--- src/rtl/trig_seq_pkg.sv ---
package trig_seq_pkg;

  typedef enum logic [3:0] {
    OP_NOP     = 4'h0,
    OP_CTRL    = 4'h1,
    OP_WRISE   = 4'h2,
    OP_WFALL   = 4'h3,
    OP_TRIG_LO = 4'h4,
    OP_TRIG_HI = 4'h5,
    OP_JUMP    = 4'h6
  } op_e;

  localparam logic [3:0] CTRL_TMR0_WAIT = 4'b1000;

  typedef struct packed {
    logic [3:0] op;
    logic [3:0] arg;
  } cmd_t;

  // output line number: opcode LSB extends the 4-bit operand
  function automatic logic [4:0] trig_line(input cmd_t c);
    return {c.op[0], c.arg};
  endfunction

  function automatic logic is_trig(input cmd_t c);
    return (c.op == OP_TRIG_LO) || (c.op == OP_TRIG_HI);
  endfunction

  function automatic logic is_tmr_wait(input cmd_t c);
    return (c.op == OP_CTRL) && (c.arg == CTRL_TMR0_WAIT);
  endfunction

endpackage

--- src/rtl/trig_seq_edge.sv ---
module trig_seq_edge #(
  parameter int N = 2
) (
  input  logic         clk,
  input  logic         rst_n,
  input  logic [N-1:0] sig,
  output logic [N-1:0] rise,
  output logic [N-1:0] fall
);
  logic [N-1:0] prev_q;

  always_ff @(posedge clk or negedge rst_n) begin
    if (!rst_n) prev_q <= '0;
    else        prev_q <= sig;
  end

  assign rise = sig & ~prev_q;
  assign fall = ~sig & prev_q;
endmodule

--- src/rtl/trig_seq_timer.sv ---
module trig_seq_timer #(
  parameter int W = 16
) (
  input  logic         clk,
  input  logic         rst_n,
  input  logic         arm,
  input  logic [W-1:0] limit,
  output logic         done
);
  logic         active_q;
  logic [W-1:0] count_q;

  function automatic logic reached(input logic act, input logic [W-1:0] cnt,
                                   input logic [W-1:0] lim);
    return act ? (cnt >= lim) : (lim == '0);
  endfunction

  assign done = arm && reached(active_q, count_q, limit);

  always_ff @(posedge clk or negedge rst_n) begin
    if (!rst_n) begin
      active_q <= 1'b0;
      count_q  <= '0;
    end else if (!arm || done) begin
      active_q <= 1'b0;
      count_q  <= '0;
    end else if (!active_q) begin
      active_q <= 1'b1;
      count_q  <= W'(1);
    end else begin
      count_q  <= count_q + W'(1);
    end
  end
endmodule

--- src/rtl/trig_seq.sv ---
module trig_seq
  import trig_seq_pkg::*;
#(
  parameter int NUM_STEPS = 8,
  parameter int TMR_W     = 16,
  parameter int NUM_IN    = 16,
  parameter int NUM_OUT   = 32,
  localparam int IW       = $clog2(NUM_STEPS)
) (
  input  logic                   clk,
  input  logic                   rst_n,
  input  logic                   en,
  input  logic                   start,
  input  logic [8*NUM_STEPS-1:0] cmd_queue,
  input  logic [TMR_W-1:0]       tmr_limit,
  input  logic [NUM_IN-1:0]      trig_in,
  output logic [NUM_OUT-1:0]     trig_out,
  output logic [IW-1:0]          step_idx
);
  cmd_t              q_arr [NUM_STEPS];
  cmd_t              cur;
  logic              running;
  logic              exec;
  logic [NUM_IN-1:0] rise, fall;
  logic              edge_wait, edge_hit;
  logic              tmr_wait, tmr_done;
  logic              fire, jump_take;
  logic [IW-1:0]     jump_tgt, step_nxt;
  logic [NUM_OUT-1:0] line_hot;

  for (genvar g = 0; g < NUM_STEPS; g++) begin : g_unpack
    assign q_arr[g] = cmd_queue[8*g +: 8];
  end

  function automatic logic pick(input logic [NUM_IN-1:0] v, input logic [3:0] sel);
    logic r;
    r = 1'b0;
    for (int i = 0; i < NUM_IN; i++)
      if (sel == 4'(i)) r = v[i];
    return r;
  endfunction

  function automatic logic [IW-1:0] step_inc(input logic [IW-1:0] s);
    return (s == IW'(NUM_STEPS - 1)) ? '0 : s + IW'(1);
  endfunction

  assign cur       = q_arr[step_idx];
  assign exec      = en && running;
  assign edge_wait = exec && ((cur.op == OP_WRISE) || (cur.op == OP_WFALL));
  assign edge_hit  = edge_wait &&
                     ((cur.op == OP_WRISE) ? pick(rise, cur.arg) : pick(fall, cur.arg));
  assign tmr_wait  = exec && is_tmr_wait(cur);
  assign fire      = exec && is_trig(cur) && (int'(trig_line(cur)) < NUM_OUT);
  assign jump_take = exec && (cur.op == OP_JUMP);
  assign jump_tgt  = cur.arg[IW-1:0];

  for (genvar g = 0; g < NUM_OUT; g++) begin : g_hot
    assign line_hot[g] = (trig_line(cur) == 5'(g));
  end

  trig_seq_edge #(.N(NUM_IN)) u_edge (
    .clk(clk), .rst_n(rst_n), .sig(trig_in), .rise(rise), .fall(fall)
  );

  trig_seq_timer #(.W(TMR_W)) u_tmr (
    .clk(clk), .rst_n(rst_n), .arm(tmr_wait), .limit(tmr_limit), .done(tmr_done)
  );

  always_comb begin
    step_nxt = step_inc(step_idx);
    if (edge_wait && !edge_hit)      step_nxt = step_idx;
    else if (tmr_wait && !tmr_done)  step_nxt = step_idx;
    else if (jump_take)              step_nxt = jump_tgt;
  end

  always_ff @(posedge clk or negedge rst_n) begin
    if (!rst_n) begin
      running  <= 1'b0;
      step_idx <= '0;
      trig_out <= '0;
    end else if (!en) begin
      running  <= 1'b0;
      step_idx <= '0;
      trig_out <= '0;
    end else begin
      trig_out <= fire ? line_hot : '0;
      if (!running) begin
        running  <= start;
        step_idx <= '0;
      end else begin
        step_idx <= step_nxt;
      end
    end
  end
endmodule

--- config.mk ---
export PLATFORM = sky130hd
export DESIGN_NAME = trig_seq
export DESIGN_NICKNAME = d
export VERILOG_FILES = /design/src/rtl/trig_seq_pkg.sv /design/src/rtl/trig_seq_edge.sv /design/src/rtl/trig_seq_timer.sv /design/src/rtl/trig_seq.sv
export SDC_FILE = /design/constraint.sdc
export NUM_CORES = 1
export LEC_CHECK = 0
export CAP_MARGIN = 15
export CORE_ASPECT_RATIO = 0.75
export CORE_MARGIN = 2
export CORE_UTILIZATION = 65
export CTS_BUF_LIST = sky130_fd_sc_hd__clkbuf_8 sky130_fd_sc_hd__clkbuf_16
export CTS_CLUSTER_DIAMETER = 50
export CTS_CLUSTER_SIZE = 8
export DETAILED_ROUTE_END_ITERATION = 10
export DONT_BUFFER_PORTS = 1
export PLACE_DENSITY = 0.81
export RECOVER_POWER = 25
export SYNTH_ARGS = -nofsm -noshare
export SYNTH_HDL_FRONTEND = slang
export SYNTH_HIERARCHICAL = 1
export SYNTH_SLANG_ARGS = --single-unit
--- constraint.sdc ---
create_clock -name clk -period 5.2 [get_ports clk]
set_clock_uncertainty 0.15 [all_clocks]
set_input_delay 0.52 -clock clk [delete_from_list [all_inputs] [get_ports clk]]
set_output_delay 0.52 -clock clk [all_outputs]
set_load 0.02 [all_outputs]
==> results.tsv <==
metric	value	unit
outcome	finished, violations left	
violations	max-capacitance violations, max-slew violations	
ir_drop	185.9	µV
critPathArrivalTime	4.50	ns
post-route-util	0.7096	
layout_min_cycle_time	4.432	ns
drive_gt1_frac	0.2195	
stdcell_area	0.004506	mm²
start_util	0.6765	
syn_inst	393	
relSlewSlack	-1.322	
clock-sinks	69	
final_cells	482	
cp-end-kind	flip-flop	
ctsRootBufferMaster	clkbuf_8	
ys_warn_count	6	
synthTopCellsByArea	dfrtp_1, and2b_2, mux4_2	
clock_latency	0.34	ns
avgRoutedWirePerCell	18.95	µm
drt_iter0_markers	193	
die_h	74.40	µm
ys.flop_type	dfrtp_1	
rsz0062_at_grt	false	
synth_edf_count	0	
placed_cells	465	
cts_tree	built	
area_growth_syn_to_layout	4.894	%
start_kind	flip-flop	
antennaDiodeCount	0	
ant_nets	0	
synth_area_per_cell	10.93	µm²
netlist_area	0.004295	mm²
overflow	0	
drt_pass1_iterations	4	
drc	0	
fin_nets	516	
crit_required	5.27	ns
ios	135	
hold_slack	0.05207	ns
clockBufferDepth	2	
grt_usage	0.2712	
cts_max_level	3	
drv_cap	1	
yosys-top-cells-count	dfrtp_1, nor2_1, and2b_2	
post-synth-top-count-cell	dfrtp_1	
synth_top_area_cell	dfrtp_1	
grt_max_degree	70	
die_area	0.007281	mm²
synth_seq_cells	69	
path_max_fanout	19	
cts_setup_buffers	0	
finalHoldViolCount	0	
timing.rr.start	step_idx[1]$_DFFE_PN0P_	
setup_viol_count_final	0	
async_flop_share	1.000	
ff2ff_path_depth	10	
power_density	242.8	mW/mm²
ys_types	61	
hold_path.class	in2reg	
holdPathStages	0	
hp-start	trig_in[3]	
placeableCoreArea	0.006350	mm²
cts_made_buffers	9	
grt_pass1_vias	3040	
clkTransAtPathRegs	0.07	ns
holdPathEnd	u_edge/prev_q[3]$_DFF_PN0_	
via_per_inst	6.098	
worstMarginPinSlew	3.483	ns
slew_viol_final	70	
place_congestion	0.8853	
grt_antenna_before_repair	0	
setup_tns	0	ns
synth_top_cell_area_share	0.4020	
reg2reg_slack	0.77	ns
r2r_end	step_idx[2]$_DFFE_PN0P_	
die_w	97.87	µm
num_rows	25	
synth_fp_nets	512	
dpl-instance-area	0.004318	mm²
critPathKind	reg2reg	
vias	2939	
grt_pass1_wl	14.97	mm
drt-total-wl	9.136	mm
portBuffers	0	
period_share	0.8524	
yosysSeqAreaShare	0.4020	
fmax	225.6	MHz
leakagePower	1.966	nW
hpwl	7.095	mm
state kept, by name, indices dropped and copies added (netlist names):
register        count
trig_out           32
u_tmr/active_q      1
u_edge/prev_q      16
step_idx            3
running             1
u_tmr/count_q      16
where the power goes:
part           leakage [nW]  internal [mW]  switching, mW
combinational         0.960         0.0719         0.0893
clock                0.0808          0.184          0.194
sequential            0.925          0.545        0.00976
total                  1.97          0.800          0.294
cells in the final DEF (no fill, tap or decap), types with 5 or more instances in the layout:
master	synthesis	final
nor2_1	49	49
and2b_2	32	32
nand2b_1	7	7
nor4_1	5	5
nand4_1	6	6
clkbuf_8	0	10
inv_1	23	23
a21oi_1	13	13
xnor2_1	8	8
nor2_4	9	9
dfrtp_1	69	69
nand3_1	12	12
xor2_1	6	6
ha_1	19	19
mux4_2	12	12
mux2i_1	12	12
nand2_1	29	29
routing by layer:
| layer | vias up | global-route usage | part of all wire |
|---|---|---|---|
| met3 | 19 | 0.1259 | 0.11 |
| met2 | 137 | 0.4323 | 0.46 |
| met1 | 1403 | 0.3395 | 0.41 |
| met5 | - | 0 | 0 |
| li1 | 1380 | - | - |
| met4 | 0 | 0.07870 | 0.023 |
stage by stage:
stage               total power [mW]  setup WS, ns
finish                         1.094        0.7675
global route                   1.147        0.3372
CTS                            1.107        0.7978
detailed placement            0.7135        0.8300
global placement              0.7102        0.9908
floorplan                     0.6907         1.822
worst max-delay path by stage:
stage / startpoint / slack [ns] / cells past startpoint / to
floorplan: step_idx[1]$_DFFE_PN0P_ / 1.82 / 11 / step_idx[0]$_DFFE_PN0P_
global placement: step_idx[1]$_DFFE_PN0P_ / 0.99 / 10 / step_idx[1]$_DFFE_PN0P_
detailed placement: step_idx[1]$_DFFE_PN0P_ / 0.83 / 10 / step_idx[1]$_DFFE_PN0P_
CTS: step_idx[1]$_DFFE_PN0P_ / 0.80 / 10 / step_idx[2]$_DFFE_PN0P_
global route: step_idx[1]$_DFFE_PN0P_ / 0.34 / 10 / step_idx[2]$_DFFE_PN0P_
finish: step_idx[1]$_DFFE_PN0P_ / 0.77 / 10 / step_idx[2]$_DFFE_PN0P_
repair_timing:
item	4_1_cts	5_1_grt
resized for setup	0	0
hold endpoints to repair	69	0
hold buffers	2	0
worst max-delay path, cell delays in order, from the launching register on:
cell,delay [ns]
dfrtp_1,0.99
mux4_2,0.61
mux2i_2,0.49
nand2_1,0.30
nor3_2,0.25
nor4b_1,0.54
and2_1,0.28
a22o_1,0.14
nand2b_1,0.13
o21ai_2,0.09
mux2_1,0.32
final cells by class:
| type | count | area [µm²] |
|---|---|---|
| Clock buffer | 10 | 137.6 |
| Clock inverter | 5 | 36.28 |
| Fill cell | 440 | 1844 |
| Inverter | 23 | 86.33 |
| Multi-Input combinational cell | 290 | 2389 |
| Sequential cell | 69 | 1727 |
| Tap cell | 81 | 101.3 |
| Timing Repair Buffer | 4 | 28.78 |
kinds of logic (layout without fill, tap and decap cells):
kind of cell | count (synthesis) | after routing | share of synthesized area
compound gates | 43 | 43 | 0.07632
xor+xnor | 14 | 14 | 0.02855
fa+ha+maj | 19 | 19 | 0.05535
buf+inv | 34 | 42 | 0.04194
flops | 69 | 69 | 0.4020
mux | 40 | 40 | 0.1553
simple gates | 174 | 174 | 0.2406
Note: power is estimated with default switching activity, not from simulation.
